`src/rtl/intc8_pkg.sv`:
```
package intc8_pkg;
  typedef enum logic [2:0] {
    IS_OFF  = 3'd0,
    IS_BASE = 3'd1,
    IS_CASC = 3'd2,
    IS_MODE = 3'd3,
    IS_RUN  = 3'd4
  } init_st_e;

  localparam logic [2:0] EOI_NONSPEC = 3'b001;
endpackage

```
`src/rtl/intc8_init_seq.sv`:
```
module intc8_init_seq
  import intc8_pkg::*;
(
  input  logic clk,
  input  logic rst_n,
  input  logic start,
  input  logic want_mode,
  input  logic no_casc,
  input  logic data_wr,
  output logic cap_base,
  output logic cap_casc,
  output logic running
);
  init_st_e st, st_nx;
  logic     need_casc, need_mode;

  always_comb begin
    st_nx = st;
    if (data_wr) begin
      unique case (st)
        IS_BASE: st_nx = need_casc ? IS_CASC : (need_mode ? IS_MODE : IS_RUN);
        IS_CASC: st_nx = need_mode ? IS_MODE : IS_RUN;
        IS_MODE: st_nx = IS_RUN;
        default: st_nx = st;
      endcase
    end
  end

  always_ff @(posedge clk or negedge rst_n) begin
    if (!rst_n) begin
      st        <= IS_OFF;
      need_casc <= 1'b0;
      need_mode <= 1'b0;
    end else if (start) begin
      st        <= IS_BASE;
      need_casc <= !no_casc;
      need_mode <= want_mode;
    end else begin
      st <= st_nx;
    end
  end

  assign cap_base = data_wr && (st == IS_BASE);
  assign cap_casc = data_wr && (st == IS_CASC);
  assign running  = (st == IS_RUN);


  restart_chk: assert property (@(posedge clk) disable iff (!rst_n)
    start |=> (st == IS_BASE));

  run_hold_chk: assert property (@(posedge clk) disable iff (!rst_n)
    (running && !start) |=> running);
endmodule

```
`src/rtl/intc8_lowfind.sv`:
```
module intc8_lowfind #(
  parameter int N     = 8,
  parameter int IDX_W = $clog2(N)
) (
  input  logic [N-1:0]     vec,
  output logic             any,
  output logic [IDX_W-1:0] idx
);
  always_comb begin
    any = 1'b0;
    idx = '0;
    for (int i = N - 1; i >= 0; i--) begin
      if (vec[i]) begin
        any = 1'b1;
        idx = IDX_W'(i);
      end
    end
  end
endmodule

```
`src/rtl/intc8_core.sv`:
```
module intc8_core
  import intc8_pkg::*;
#(
  parameter int NUM_IN = 8,
  parameter int DW     = 8,
  localparam int IDX_W = $clog2(NUM_IN)
) (
  input  logic             clk,
  input  logic             rst_n,
  input  logic             slave_mode,
  input  logic             wr_en,
  input  logic             port_sel,
  input  logic [DW-1:0]    wdata,
  output logic [DW-1:0]    rdata,
  input  logic [NUM_IN-1:0] irq_in,
  output logic             int_valid,
  input  logic             int_ready,
  output logic [DW-1:0]    int_vector,
  output logic             cas_active,
  output logic [IDX_W-1:0] cas_code_out,
  input  logic [IDX_W-1:0] cas_code_in
);
  logic [NUM_IN-1:0] irr, isr, mask, irq_prev, casw;
  logic [DW-1:0]     base;
  logic              rsel_isr;

  logic cmd_wr, data_wr, init_start, running, cap_base, cap_casc;
  logic ocw, eoi, rsel_wr, accept;
  logic win_any, top_any;
  logic [IDX_W-1:0] win_idx, top_idx;
  logic [NUM_IN-1:0] eligible, rise, win_oh, top_oh;

  assign cmd_wr     = wr_en && port_sel;
  assign data_wr    = wr_en && !port_sel;
  assign init_start = cmd_wr && wdata[4];
  assign ocw        = cmd_wr && !wdata[4] && running;
  assign eoi        = ocw && !wdata[3] && (wdata[7:5] == EOI_NONSPEC);
  assign rsel_wr    = ocw && wdata[3] && wdata[1];

  intc8_init_seq u_seq (
    .clk      (clk),
    .rst_n    (rst_n),
    .start    (init_start),
    .want_mode(wdata[0]),
    .no_casc  (wdata[1]),
    .data_wr  (data_wr),
    .cap_base (cap_base),
    .cap_casc (cap_casc),
    .running  (running)
  );

  assign eligible = irr & ~mask;
  assign rise     = irq_in & ~irq_prev;

  intc8_lowfind #(.N(NUM_IN)) u_req_find (.vec(eligible), .any(win_any), .idx(win_idx));
  intc8_lowfind #(.N(NUM_IN)) u_svc_find (.vec(isr),      .any(top_any), .idx(top_idx));

  assign win_oh = NUM_IN'(1) << win_idx;
  assign top_oh = NUM_IN'(1) << top_idx;

  assign int_valid = running && win_any && (!top_any || (win_idx < top_idx));
  assign accept    = int_valid && int_ready &&
                     (!slave_mode || (cas_code_in == casw[IDX_W-1:0]));

  assign int_vector   = int_valid ? (base + DW'(win_idx)) : '0;
  assign cas_active   = int_valid && !slave_mode && casw[win_idx];
  assign cas_code_out = cas_active ? win_idx : '0;

  assign rdata = port_sel ? (rsel_isr ? isr : irr) : mask;

  always_ff @(posedge clk or negedge rst_n) begin
    if (!rst_n) begin
      irq_prev <= '0;
      irr      <= '0;
      isr      <= '0;
      mask     <= '1;
      base     <= '0;
      casw     <= '0;
      rsel_isr <= 1'b0;
    end else begin
      irq_prev <= irq_in;
      if (init_start) begin
        irr <= '0;
        isr <= '0;
      end else begin
        irr <= (irr & ~(accept ? win_oh : '0)) | rise;
        isr <= (isr & ~((eoi && top_any) ? top_oh : '0)) | (accept ? win_oh : '0);
      end
      if (cap_base)             base     <= wdata;
      if (cap_casc)             casw     <= wdata;
      if (data_wr && running)   mask     <= wdata;
      if (rsel_wr)              rsel_isr <= wdata[0];
    end
  end


  mask_load_chk: assert property (@(posedge clk) disable iff (!rst_n)
    (data_wr && running) |=> (mask == $past(wdata)));

  edge_capture_chk: assert property (@(posedge clk) disable iff (!rst_n)
    (!init_start && (rise != '0)) |=> ((irr & $past(rise)) == $past(rise)));

  offer_pending_chk: assert property (@(posedge clk) disable iff (!rst_n)
    int_valid |-> ((irr & ~mask & ~isr) != '0));

  ack_moves_chk: assert property (@(posedge clk) disable iff (!rst_n)
    (accept && !init_start) |=> ((isr & $past(win_oh)) != '0));

  eoi_drop_chk: assert property (@(posedge clk) disable iff (!rst_n)
    (eoi && !accept && !init_start && (isr != '0)) |=>
      ($countones(isr) == $countones($past(isr)) - 1));

  cas_quiet_chk: assert property (@(posedge clk) disable iff (!rst_n)
    !int_valid |-> (!cas_active && (cas_code_out == '0)));
endmodule

```
`config.mk`:
```
export PLATFORM = sky130hd
export DESIGN_NAME = intc8_core
export DESIGN_NICKNAME = d
export VERILOG_FILES = /design/src/rtl/intc8_pkg.sv /design/src/rtl/intc8_init_seq.sv /design/src/rtl/intc8_lowfind.sv /design/src/rtl/intc8_core.sv
export SDC_FILE = /design/constraint.sdc
export NUM_CORES = 1
export LEC_CHECK = 0
export BUFFER_PORTS_ARGS = -buffer_cell sky130_fd_sc_hd__buf_2
export CAP_MARGIN = 25
export CORE_MARGIN = 3
export CORE_UTILIZATION = 62
export DETAILED_ROUTE_END_ITERATION = 16
export GPL_TIMING_DRIVEN = 1
export PLACE_DENSITY = 0.86
export SLEW_MARGIN = 20
export SYNTH_ARGS = -nofsm -noshare
export SYNTH_HDL_FRONTEND = slang
export SYNTH_SLANG_ARGS = --single-unit
```
`constraint.sdc`:
```
create_clock -name clk -period 10.15 [get_ports clk]
set_input_delay 2.03 -clock clk [delete_from_list [all_inputs] [get_ports clk]]
set_output_delay 2.03 -clock clk [all_outputs]
set_load 0.05 [all_outputs]
```
==> metrics.csv <==
metric,value,unit
Tcrit/Tclk final,57.4,%
clock tree root buffer cell,clkbuf_8,
starting density of the core,65.1,%
largest buffer count on any clock path,2,
die height,76.9,um
Worst Setup SP,irr[4],
"Req. time, crit path",8.12,ns
YS warnings,0,
max_cap viols,0,
met1 usage,36.7,%
CTS Sinks,54,
slew margin rel.,55.3,%
Syn Area/Cell,9.99,sq um
most frequent cells in the layout,"dfrtp_1 (46), buf_2 (45), nor2_1 (29), a21oi_1 (28), mux2_2 (25)",
routing usage on met3,4.69,%
Max rail drop VDD,0.159,mV
"Setup violations, final",0,
met2 usage,44.7,%
f_max,172,MHz
hold-fix buffers at CTS,0,
routed wire length per instance,17.9,um
FILL cells,357,
Lkg Pwr,1.52,nW
crit path kind,register to primary output,
setup TNS,0,ns
Starting DRT DRC Count,226,
post-route antenna net violation count,0,
"Seq/Total Area, Yosys",43.7,%
DP Wirelength,5.84,mm
WL final,7.59,mm
commonest register cell after synthesis,dfrtp_1,
Worst Path Arrival,3.79,ns
I/O Buffers,45,
#FFs+latches synth,54,
final hold vios,0,
IO Pins,46,
global placement routability congestion,0.964,
clock skew,0.00573,ns
FF+latch area,0.00136,sq mm
post-CTS sizing,0,
CP Launch Type,register,
Area growth syn-to-layout,11.4,%
crit-path max FO,13,
# DRC,0,
worst hold path class,register to register,
Pwr per Cell Area,270,mW/mm^2
Mapped Cells,312,
Final Critical Period,5.82,ns
Global Route Usage Sum,27.3,%
"most common cell after layout, fill and taps aside",dfrtp_1,
H-tree depth,2,
multi-input logic area,0.00166,sq mm
RSZ-0062 raised after global routing,false,
async set or reset register ratio after synthesis,100,%
largest net degree at the start of global routing,55,
Crit Reg-Reg Startpoint,irr[4],
Worst Min Path Start,irq_prev[0],
Worst-Skew Late Latency,0.31,ns
Post-synth EDFFs,0,
first-pass GRT wire length,12.7,mm
layout cells sized above 1,28.6,%
crit end category,primary output,
chip width,76.9,um
row cnt,25,
Die ar.,0.00591,sq mm
# diodes,0,
CTS tree,done,
vias per inst,6.10,
routed vias,2587,
Most Crowded Layer GR,met2,
GR Overflow Total,0,
unique cell type count in the Yosys netlist,58,
status,"complete, no violations",
cell area after synthesis,0.00312,sq mm
clock transition at the registers of the reported paths,0.10,ns
clock buffer count from CTS,5,
Layout Nets,387,
Worst Slack Setup Final,4.33,ns
core area,0.00479,sq mm
vias in the first global route,2605,
post-place setup slack,4.73,ns
initial antenna violation count,0,
Final Slew Violations,0,
postcts setup bufs,0,
Mapped Nets,343,
first drt pass iteration count,4,
measured slew at the worst slew-check pin,0.670,ns
flop-to-flop setup slack,7.18,ns
-- synth_stat cells (all sizes together) (2+ instances only) --
| master | instances | area (sq um) |
|---|---|---|
| dfrtp | 46 | 1150 |
| a21oi | 29 | 149 |
| nor2 | 29 | 109 |
| mux2 | 25 | 282 |
| nand2 | 18 | 67.6 |
| o21ai | 18 | 90.1 |
| nor2b | 14 | 87.6 |
| inv | 12 | 45.1 |
| nand2b | 11 | 68.8 |
| nand3 | 9 | 45.0 |
| dfstp | 8 | 210 |
| mux2i | 8 | 80.1 |
| a211oi | 6 | 62.6 |
| clkbuf | 6 | 22.5 |
| ha | 5 | 62.6 |
| nor3 | 4 | 31.3 |
| nor4 | 4 | 31.3 |
| o21a | 4 | 30.0 |
| xnor2 | 4 | 35.0 |
| xor2 | 4 | 35.0 |
| a21boi | 3 | 26.3 |
| and3 | 3 | 18.8 |
| buf | 3 | 26.3 |
| nor3b | 3 | 27.5 |
| or4 | 3 | 30.0 |
| a211o | 2 | 17.5 |
| a21o | 2 | 15.0 |
| a22oi | 2 | 15.0 |
| a31o | 2 | 17.5 |
| nor4b | 2 | 17.5 |
| o2111ai | 2 | 17.5 |
| o211a | 2 | 20.0 |
| o211ai | 2 | 15.0 |
| o21bai | 2 | 15.0 |
| or2 | 2 | 12.5 |
| or3 | 2 | 12.5 |
| or4b | 2 | 20.0 |
-- logic make-up (layout without fill, tap and decap cells) --
logic type / count (synthesis) / count (layout) / synth area share (%)
AO/OA/AOI/OAI: 81 / 81 / 17.5
XOR/XNOR: 8 / 8 / 2.25
adder cells (fa/ha/maj): 6 / 6 / 2.65
buffers and inverters: 21 / 66 / 3.01
flip-flops: 54 / 54 / 43.7
multiplexers: 33 / 33 / 11.6
AND/OR/NAND/NOR: 109 / 109 / 19.3
-- worst max-delay path, stage by stage, from the launching register on --
cell     delay (ns)
dfrtp_1        0.37
nor2b_1        0.56
nor4_2         0.12
or3_1          0.38
inv_2          0.13
ha_1           0.26
a21o_1         0.16
a21oi_1        0.24
a21oi_2        0.09
a311o_1        0.48
nor4b_1        0.36
buf_2          0.33
-- sequential cells by signal, summed over array words and instances (netlist names) --
register and flops:
irq_prev 8, isr 8, u_seq.need_mode 1, u_seq.need_casc 1, mask 8, casw 8, u_seq.st 3, irr 8
rsel_isr 1, base 8
-- path summary, 6_finish.rpt --
kind / cells past startpoint / end
setup reg to reg: 10 / irr[2]
setup / recovery: 11 / cas_code_out[0]
min in group asynchronous: 2 / isr[4]
hold reg to reg: 2 / irr[0]
max in group asynchronous: 2 / casw[5]
hold / removal: 2 / irr[0]
-- where the power goes --
group | total, mW | leakage, nW | switching [mW] | internal [mW]
logic | 0.453 | 0.828 | 0.272 | 0.181
clock network | 0.120 | 0.0483 | 0.0715 | 0.0487
registers | 0.366 | 0.645 | 0.0738 | 0.292
total | 0.939 | 1.52 | 0.418 | 0.521
-- cell type report --
cell class / instances / area share (%)
Clock buffer: 5 / 1.98
Clock inverter: 3 / 0.541
Inverter: 12 / 1.30
Multi-Input combinational cell: 237 / 47.9
Sequential cell: 54 / 39.2
Tap cell: 67 / 2.41
Timing Repair Buffer: 46 / 6.70
-- through the flow --
step / total power, mW / hold slack [ns] / area [sq um] / std cells / utilization [%]
6_report: 0.939 / 0.498 / 3470 / 424 / 72.5
5_1_grt: 0.998 / 0.513 / 3470 / 424 / 72.5
4_1_cts: 0.937 / 0.501 / 3470 / 424 / 72.5
3_5_place_dp: 0.814 / 0.487 / 3380 / 416 / 70.7
3_3_place_gp: 0.795 / 0.485 / 3380 / 416 / 70.7
2_1_floorplan: 0.708 / 0.469 / 3120 / 312 / -
-- per-layer routing --
layer	up-vias	part of all wire [%]
li1	1206	-
met1	1263	44
met2	103	48
met3	15	6.2
met4	0	2.3
met5	-	0
Note: power is estimated with default switching activity, not from simulation.
